## src/rtl/iea_pkg.sv

```systemverilog
package iea_pkg;
  localparam int VEC_W = 8;
  localparam logic [VEC_W-1:0] NMI_VECTOR = 8'd2;

  typedef enum logic [1:0] {
    CLS_ABORT = 2'd0,
    CLS_FAULT = 2'd1,
    CLS_DTRAP = 2'd2,
    CLS_STRAP = 2'd3
  } exc_cls_e;

  typedef enum logic [1:0] {
    RK_FAULT = 2'd0,
    RK_TRAP  = 2'd1,
    RK_ABORT = 2'd2,
    RK_IRQ   = 2'd3
  } redir_kind_e;

  typedef enum logic {
    ST_IDLE = 1'b0,
    ST_ACK  = 1'b1
  } arb_st_e;
endpackage

```

## src/rtl/iea_exc_pick.sv

```systemverilog
module iea_exc_pick #(
  parameter int N_EXC = 4
) (
  input  logic [N_EXC-1:0]                 valid,
  input  logic [2*N_EXC-1:0]               cls_flat,
  input  logic [iea_pkg::VEC_W*N_EXC-1:0]  vec_flat,
  output logic                             any,
  output logic [1:0]                       win_cls,
  output logic [iea_pkg::VEC_W-1:0]        win_vec
);
  localparam int KW = 2 + iea_pkg::VEC_W;

  logic [KW-1:0] key [N_EXC];

  // Sort key: class rank above vector, so a smaller key means higher priority.
  genvar g;
  generate
    for (g = 0; g < N_EXC; g++) begin : g_key
      assign key[g] = {cls_flat[2*g +: 2], vec_flat[iea_pkg::VEC_W*g +: iea_pkg::VEC_W]};
    end
  endgenerate

  logic [KW-1:0] best;
  logic          found;

  always_comb begin
    found = 1'b0;
    best  = '1;
    for (int i = 0; i < N_EXC; i++) begin
      if (valid[i] && (!found || key[i] < best)) begin
        found = 1'b1;
        best  = key[i];
      end
    end
  end

  assign any     = found;
  assign win_cls = best[KW-1 -: 2];
  assign win_vec = best[iea_pkg::VEC_W-1:0];
endmodule

```

## src/rtl/iea_nmi_track.sv

```systemverilog
module iea_nmi_track (
  input  logic clk,
  input  logic rst_n,
  input  logic nmi_in,
  input  logic take,
  input  logic iret,
  output logic eligible
);
  logic pend_q, pend_d;
  logic blk_q, blk_d;

  always_comb begin
    pend_d = nmi_in | (pend_q & ~take);
    blk_d  = take | (blk_q & ~iret);
  end

  always_ff @(posedge clk or negedge rst_n) begin
    if (!rst_n) begin
      pend_q <= 1'b0;
      blk_q  <= 1'b0;
    end else begin
      pend_q <= pend_d;
      blk_q  <= blk_d;
    end
  end

  assign eligible = pend_q & ~blk_q;
endmodule

```

## src/rtl/iea_ret_sel.sv

```systemverilog
module iea_ret_sel #(
  parameter int AW = 32
) (
  input  logic [1:0]    cls,
  input  logic [AW-1:0] cur_pc,
  input  logic [AW-1:0] next_pc,
  output logic [1:0]    kind,
  output logic [AW-1:0] ret,
  output logic          ret_ok
);
  import iea_pkg::*;

  always_comb begin
    unique case (exc_cls_e'(cls))
      CLS_ABORT: begin kind = RK_ABORT; ret = '0;      ret_ok = 1'b0; end
      CLS_FAULT: begin kind = RK_FAULT; ret = cur_pc;  ret_ok = 1'b1; end
      default:   begin kind = RK_TRAP;  ret = next_pc; ret_ok = 1'b1; end
    endcase
  end
endmodule

```

## src/rtl/irq_exc_arbiter.sv

```systemverilog
module irq_exc_arbiter #(
  parameter int N_EXC = 4,
  parameter int AW    = 32
) (
  input  logic                 clk,
  input  logic                 rst_n,
  input  logic                 boundary,
  input  logic [AW-1:0]        cur_pc,
  input  logic [AW-1:0]        next_pc,
  input  logic [N_EXC-1:0]     exc_valid,
  input  logic [2*N_EXC-1:0]   exc_class,
  input  logic [8*N_EXC-1:0]   exc_vec,
  input  logic                 nmi_in,
  input  logic                 intr_in,
  input  logic                 if_flag,
  input  logic                 iret,
  output logic                 ack_req,
  input  logic                 vec_valid,
  input  logic [7:0]           vec_in,
  output logic                 redirect,
  output logic [7:0]           redir_vec,
  output logic [1:0]           redir_kind,
  output logic [AW-1:0]        redir_ret,
  output logic                 ret_valid
);
  import iea_pkg::*;

  arb_st_e st_q, st_d;

  logic            exc_any;
  logic [1:0]      win_cls;
  logic [VEC_W-1:0] win_vec;
  logic [1:0]      exc_kind;
  logic [AW-1:0]   exc_ret;
  logic            exc_ret_ok;
  logic            nmi_elig;

  logic idle, at_bnd, take_exc, take_nmi, take_intr, ack_done;

  logic [AW-1:0]    saved_ret_q, saved_ret_d;
  logic             redir_q, redir_d;
  logic [VEC_W-1:0] vec_q, vec_d;
  logic [1:0]       kind_q, kind_d;
  logic [AW-1:0]    ret_q, ret_d;
  logic             rok_q, rok_d;
  logic             pay_en;

  iea_exc_pick #(.N_EXC(N_EXC)) u_pick (
    .valid    (exc_valid),
    .cls_flat (exc_class),
    .vec_flat (exc_vec),
    .any      (exc_any),
    .win_cls  (win_cls),
    .win_vec  (win_vec)
  );

  iea_ret_sel #(.AW(AW)) u_ret (
    .cls     (win_cls),
    .cur_pc  (cur_pc),
    .next_pc (next_pc),
    .kind    (exc_kind),
    .ret     (exc_ret),
    .ret_ok  (exc_ret_ok)
  );

  iea_nmi_track u_nmi (
    .clk      (clk),
    .rst_n    (rst_n),
    .nmi_in   (nmi_in),
    .take     (take_nmi),
    .iret     (iret),
    .eligible (nmi_elig)
  );

  // Selection at the instruction boundary; interrupts only if no exception.
  always_comb begin
    idle      = (st_q == ST_IDLE);
    at_bnd    = boundary & idle;
    take_exc  = at_bnd & exc_any;
    take_nmi  = at_bnd & ~exc_any & nmi_elig;
    take_intr = at_bnd & ~exc_any & ~nmi_elig & intr_in & if_flag;
    ack_done  = (st_q == ST_ACK) & vec_valid;
  end

  always_comb begin
    st_d = st_q;
    unique case (st_q)
      ST_IDLE: if (take_intr) st_d = ST_ACK;
      ST_ACK:  if (vec_valid) st_d = ST_IDLE;
      default: st_d = ST_IDLE;
    endcase
  end

  always_comb begin
    saved_ret_d = take_intr ? next_pc : saved_ret_q;
    redir_d     = take_exc | take_nmi | ack_done;
    pay_en      = redir_d;
    vec_d       = vec_q;
    kind_d      = kind_q;
    ret_d       = ret_q;
    rok_d       = rok_q;
    if (take_exc) begin
      vec_d  = win_vec;
      kind_d = exc_kind;
      ret_d  = exc_ret;
      rok_d  = exc_ret_ok;
    end else if (take_nmi) begin
      vec_d  = NMI_VECTOR;
      kind_d = RK_IRQ;
      ret_d  = next_pc;
      rok_d  = 1'b1;
    end else if (ack_done) begin
      vec_d  = vec_in;
      kind_d = RK_IRQ;
      ret_d  = saved_ret_q;
      rok_d  = 1'b1;
    end
  end

  always_ff @(posedge clk or negedge rst_n) begin
    if (!rst_n) begin
      st_q        <= ST_IDLE;
      redir_q     <= 1'b0;
      saved_ret_q <= '0;
      vec_q       <= '0;
      kind_q      <= '0;
      ret_q       <= '0;
      rok_q       <= 1'b0;
    end else begin
      st_q    <= st_d;
      redir_q <= redir_d;
      if (take_intr) saved_ret_q <= saved_ret_d;
      if (pay_en) begin
        vec_q  <= vec_d;
        kind_q <= kind_d;
        ret_q  <= ret_d;
        rok_q  <= rok_d;
      end
    end
  end

  assign ack_req    = (st_q == ST_ACK);
  assign redirect   = redir_q;
  assign redir_vec  = vec_q;
  assign redir_kind = kind_q;
  assign redir_ret  = ret_q;
  assign ret_valid  = rok_q;
endmodule

```

## config.mk

```make
export PLATFORM = sky130hd
export DESIGN_NAME = irq_exc_arbiter
export DESIGN_NICKNAME = d
export VERILOG_FILES = /design/src/rtl/iea_pkg.sv /design/src/rtl/iea_exc_pick.sv /design/src/rtl/iea_nmi_track.sv /design/src/rtl/iea_ret_sel.sv /design/src/rtl/irq_exc_arbiter.sv
export SDC_FILE = /design/constraint.sdc
export NUM_CORES = 1
export LEC_CHECK = 0
export BUFFER_PORTS_ARGS = -buffer_cell sky130_fd_sc_hd__buf_2
export CAP_MARGIN = 20
export CELL_PAD_IN_SITES_DETAIL_PLACEMENT = 0
export CELL_PAD_IN_SITES_GLOBAL_PLACEMENT = 2
export CORE_MARGIN = 3
export CORE_UTILIZATION = 31
export DETAILED_ROUTE_END_ITERATION = 10
export GPL_TIMING_DRIVEN = 0
export PLACE_DENSITY_LB_ADDON = 0.1
export SYNTH_ARGS = -nofsm -noshare
export SYNTH_HDL_FRONTEND = slang
export SYNTH_SLANG_ARGS = --single-unit
```

## constraint.sdc

```tcl
create_clock -name clk -period 2.74 [get_ports clk]
set_input_delay 0 -clock clk [delete_from_list [all_inputs] [get_ports clk]]
set_output_delay 0 -clock clk [all_outputs]
set_load 0.005 [all_outputs]
```

==> impl_metrics.csv <==
group,metric,value,unit
final_layout,finalCoreUtilization,52.34,%
setup_path,worst-r2r-setup-slack,0,ns
cts,tritoncts,"yes",
routing,viasPerCell,5.138,
setup_path,critical_path.reg2reg.startpoint,"ack_req$_DFF_PN0_",
final_layout,finalNonFillerCells,1059,
logic_synthesis,yosys_register_bits,79,
routing,finalWirelength,19270,um
grt,global_route_wire_length_before_repair,28840,um
setup_path,critical_path.max_stage_delay,0.42,ns
floorplan,chipHeight,137.0,um
setup_path,timing.critical_path.mode_cell,"sky130_fd_sc_hd__clkbuf_16",
final_layout,area_growth,64.34,%
setup_path,worst_r2r_path_depth,9,
setup_path,reg2reg_to,"redir_ret[27]$_DFFE_PN0P_",
power_and_ir_drop,combinationalPowerShare,40.3,%
logic_synthesis,synth.net_count,677,
power_and_ir_drop,p_int,2.969,mW
floorplan,die-width,137.0,um
routing,detailedRoute.firstPassIterationCount,4,
power_and_ir_drop,power_per_cell_area,500.9,mW/mm^2
routing,vias,5441,
logic_synthesis,synthesis.area_per_instance,10.11,sq um
cts,cts_root_buffer,"sky130_fd_sc_hd__clkbuf_16",
logic_synthesis,ys_async_sr_fraction,100.0,%
routing,drc,0,
cts,cts.sinks,79,
power_and_ir_drop,seq_power_share,32.1,%
place,port_buffers,168,
power_and_ir_drop,clock_power_share,27.6,%
grt,grt_start_max_net_pins,46,
setup_path,worst_path_max_delay_cell,"sky130_fd_sc_hd__mux2_4",
status,violations,"negative setup slack",
final_layout,nFillCells,1555,
sta,maxSlewViolCount,0,
place,dpl.cell_count,915,
setup_path,start_kind,"primary input",
logic_synthesis,synthDominantAreaCellType,"sky130_fd_sc_hd__dfrtp_1",
cts,worst_skew_late_latency,0.34,ns
grt,track_usage,19.81,%
cts,ctsHtreeMaxLevel,3,
final_layout,post_layout_nets,984,
job,drv_cap,0,
setup_path,cp_data_arrival_time,5.38,ns
sta,finalClockSkew,0.01455,ns
worst_hold_path,hp-class,"primary input to register",
floorplan,floorplan.initialDensity,31.85,%
cts,maximum_clock_insertion_buffer_count,2,
logic_synthesis,synth_top_cells_by_area,"sky130_fd_sc_hd__dfrtp_1 (37%), sky130_fd_sc_hd__o221ai_2 (8.2%), sky130_fd_sc_hd__mux2_2 (7.2%)",
place,dp.final_hpwl,13380,um
grt,antenna_violations_before_repair,1,
logic_synthesis,post_synth_instance_area,0.005319,sq mm
floorplan,fp.coreArea,0.01670,sq mm
sta,worst_rel_slew_slack,48.77,%
routing,antenna_violating_nets_post_route,0,
logic_synthesis,unique_masters_post_synth,49,
setup_path,worstSetupPathType,"primary input to register",
power_and_ir_drop,switching_component_of_the_power,1.409,mW
sta,totalNegativeSetupSlack,-99.76,ns
sta,holdWs,0.01660,ns
routing,detailed_route_wire_length_per_cell,18.20,um
power_and_ir_drop,leakage,4.045,nW
cts,cts_made_buffers,9,
grt,grt_pass1_vias,5459,
logic_synthesis,yosysSeqAreaShare,37.17,%
final_layout,final_layout_size_suffix_gt1_share,45.58,%
setup_path,worstPathMaxFanout,8,
place,place.gp.congestion,0.8204,
power_and_ir_drop,maximum_vdd_drop,0.0003061,V
worst_hold_path,hold_path.startpoint,"exc_vec[24]",
logic_synthesis,synth-warning-count,0,
power_and_ir_drop,netSwitchingFraction,32.18,%
floorplan,core.rowCount,47,
logic_synthesis,synthFlopType,"sky130_fd_sc_hd__dfrtp_1",
floorplan,io-pin-count,169,
setup_path,cp-startpoint,"exc_valid[0]",
sta,rsz0062_at_grt,"yes",
logic_synthesis,number_of_standard_cells_after_synthesis,526,
setup_path,cp-endpoint,"redir_ret[30]$_DFFE_PN0P_",
place,dpl_worst_slack,-3.409,ns
sta,max_slew.worst_pin.slew,0.7656,ns
grt,grt_overflow_total,0,
sta,finalWorstPathRequiredPeriod,5.118,ns
logic_synthesis,synth_edf_count,0,
floorplan,area_enclosed_by_the_die_boundary,0.01876,sq mm
sta,final.setup.worst_slack,-2.378,ns
cts,clk_pin_slew_worst_paths,0.06,ns
sta,finalHoldViolCount,0,
sta,timing.final.crit_share,186.8,%
setup_path,worst_ep_required_time,3.00,ns
routing,dr.first_iter.drc_count,201,
sta,clock.fmax,195.4,MHz
status,run_status,"complete, but fails checks",
sta,report.final.setup_viol,43,
logic_synthesis,post-synth-top-area-fraction,37.17,%
setup_path,endpoint_kind,"register",
==> worst min-delay path by stage <==
stage	endpoint	slack [ns]	cells after the start
finish	redir_vec[0]$_DFFE_PN0P_	0.02	3
global route	redir_vec[0]$_DFFE_PN0P_	0.03	3
CTS	redir_vec[0]$_DFFE_PN0P_	0.0007	3
detailed placement	redir_vec[2]$_DFFE_PN0P_	0.06	1
global placement	u_nmi.pend_q$_DFF_PN0_	0.18	2
floorplan	ack_req$_DFF_PN0_	-0.30	0
==> power by group through the flow <==
| stage | Combinational (mW) | Clock, mW | Sequential (mW) |
|---|---|---|---|
| floorplan | 0.722 | 0 | 1.43 |
| global placement | 1.20 | 0 | 1.42 |
| detailed placement | 1.22 | 0 | 1.42 |
| CTS | 1.55 | 1.25 | 1.41 |
| global route | 1.90 | 1.31 | 1.42 |
| finish | 1.76 | 1.21 | 1.40 |
==> registers in the layout (all words and copies together), names as in the netlist <==
register,cells
ack_req,1
u_nmi.blk_q,1
redir_vec,8
redir_kind,2
u_nmi.pend_q,1
saved_ret_q,32
ret_valid,1
redir_ret,32
redirect,1
==> layer usage <==
metal | GRT usage (%) | routed length (um) | up-vias
met3 | 3.713 | 863 | 17
met2 | 31.69 | 9308 | 165
li1 | - | - | 2622
met1 | 27.33 | 8873 | 2637
met5 | 0 | 0 | -
met4 | 5.654 | 224 | 0
==> per-stage QoR <==
stage | total power, mW | cell area, sq um
after floorplan | 2.149 | 5519
after global placement | 2.622 | 6635
after detailed placement | 2.643 | 6658
after CTS | 4.213 | 8252
after global routing | 4.635 | 8741
final | 4.378 | 8741
==> cell usage in the layout, fill, tap and decap left out, types with 6 or more instances in the layout <==
| cell | instances |
|---|---|
| sky130_fd_sc_hd__a21o_1 | 6 |
| sky130_fd_sc_hd__a21oi_1 | 10 |
| sky130_fd_sc_hd__a221o_1 | 29 |
| sky130_fd_sc_hd__a22oi_1 | 29 |
| sky130_fd_sc_hd__buf_12 | 8 |
| sky130_fd_sc_hd__buf_2 | 166 |
| sky130_fd_sc_hd__buf_4 | 38 |
| sky130_fd_sc_hd__buf_6 | 7 |
| sky130_fd_sc_hd__clkbuf_1 | 26 |
| sky130_fd_sc_hd__clkbuf_16 | 15 |
| sky130_fd_sc_hd__dfrtp_1 | 79 |
| sky130_fd_sc_hd__dlygate4sd3_1 | 76 |
| sky130_fd_sc_hd__ha_1 | 14 |
| sky130_fd_sc_hd__ha_4 | 12 |
| sky130_fd_sc_hd__inv_1 | 22 |
| sky130_fd_sc_hd__mux2_2 | 34 |
| sky130_fd_sc_hd__mux2i_1 | 16 |
| sky130_fd_sc_hd__mux2i_2 | 6 |
| sky130_fd_sc_hd__mux2i_4 | 7 |
| sky130_fd_sc_hd__nand2_1 | 85 |
| sky130_fd_sc_hd__nor2_1 | 12 |
| sky130_fd_sc_hd__nor2_4 | 8 |
| sky130_fd_sc_hd__o221ai_2 | 24 |
==> synth_stat cells (all sizes together) (2+ instances only) <==
cell type,count
nand2,88
clkbuf,29
nand4,4
nor2,23
a22oi,30
o21a,4
dfrtp,79
nand3,2
nor3,2
and2,3
mux2i,29
o21ai,14
ha,27
mux2,35
nor3b,2
a221o,29
inv,25
a21o,6
o2bb2ai,6
and3,6
a211oi,3
nand2b,4
a21oi,14
o22ai,2
o2111ai,2
or3,3
o221ai,30
o211ai,5
buf,8
==> repair_timing <==
item,4_1_cts,5_1_grt
pin swaps,20,32
gates resized for setup,55,48
endpoints found under the setup margin,43,53
buffers inserted,27,17
hold buffers,76,0
gates cloned,4,4
hold endpoints to repair,119,0
==> kinds of logic (layout without fill, tap and decap cells) <==
| logic type | Yosys count | after routing | share of synthesized area, % |
|---|---|---|---|
| AO/OA/AOI/OAI | 155 | 155 | 26.86 |
| AND/OR/NAND/NOR | 139 | 139 | 11.13 |
| flip-flops | 79 | 79 | 37.17 |
| multiplexers | 64 | 64 | 13.17 |
| buffers and inverters | 62 | 374 | 5.316 |
| adder cells (fa/ha/maj) | 27 | 27 | 6.351 |
| other | 0 | 1 | 0 |
==> final cells by class <==
cell class,instances,area (sq um),share of cell area [%]
plain buffers,36,279.0,3.192
inverters,25,106.4,1.217
flip-flops and latches,79,1977,22.62
multi-input cells,385,3613,41.34
well taps,220,275.3,3.149
clock buffers,12,266.5,3.049
repair buffers,297,2187,25.02
clock inverters,4,33.78,0.3865
diodes,1,2.502,0.02863
==> worst max-delay path: cells and delay by family <==
| kind | cells | cell delay (ns) |
|---|---|---|
| compound gates | 16 | 2.63 |
| buf+inv | 7 | 0.87 |
| fa+ha+maj | 3 | 0.80 |
| mux | 2 | 0.61 |
| simple gates | 4 | 0.48 |
(Power assumes the default switching activity.)
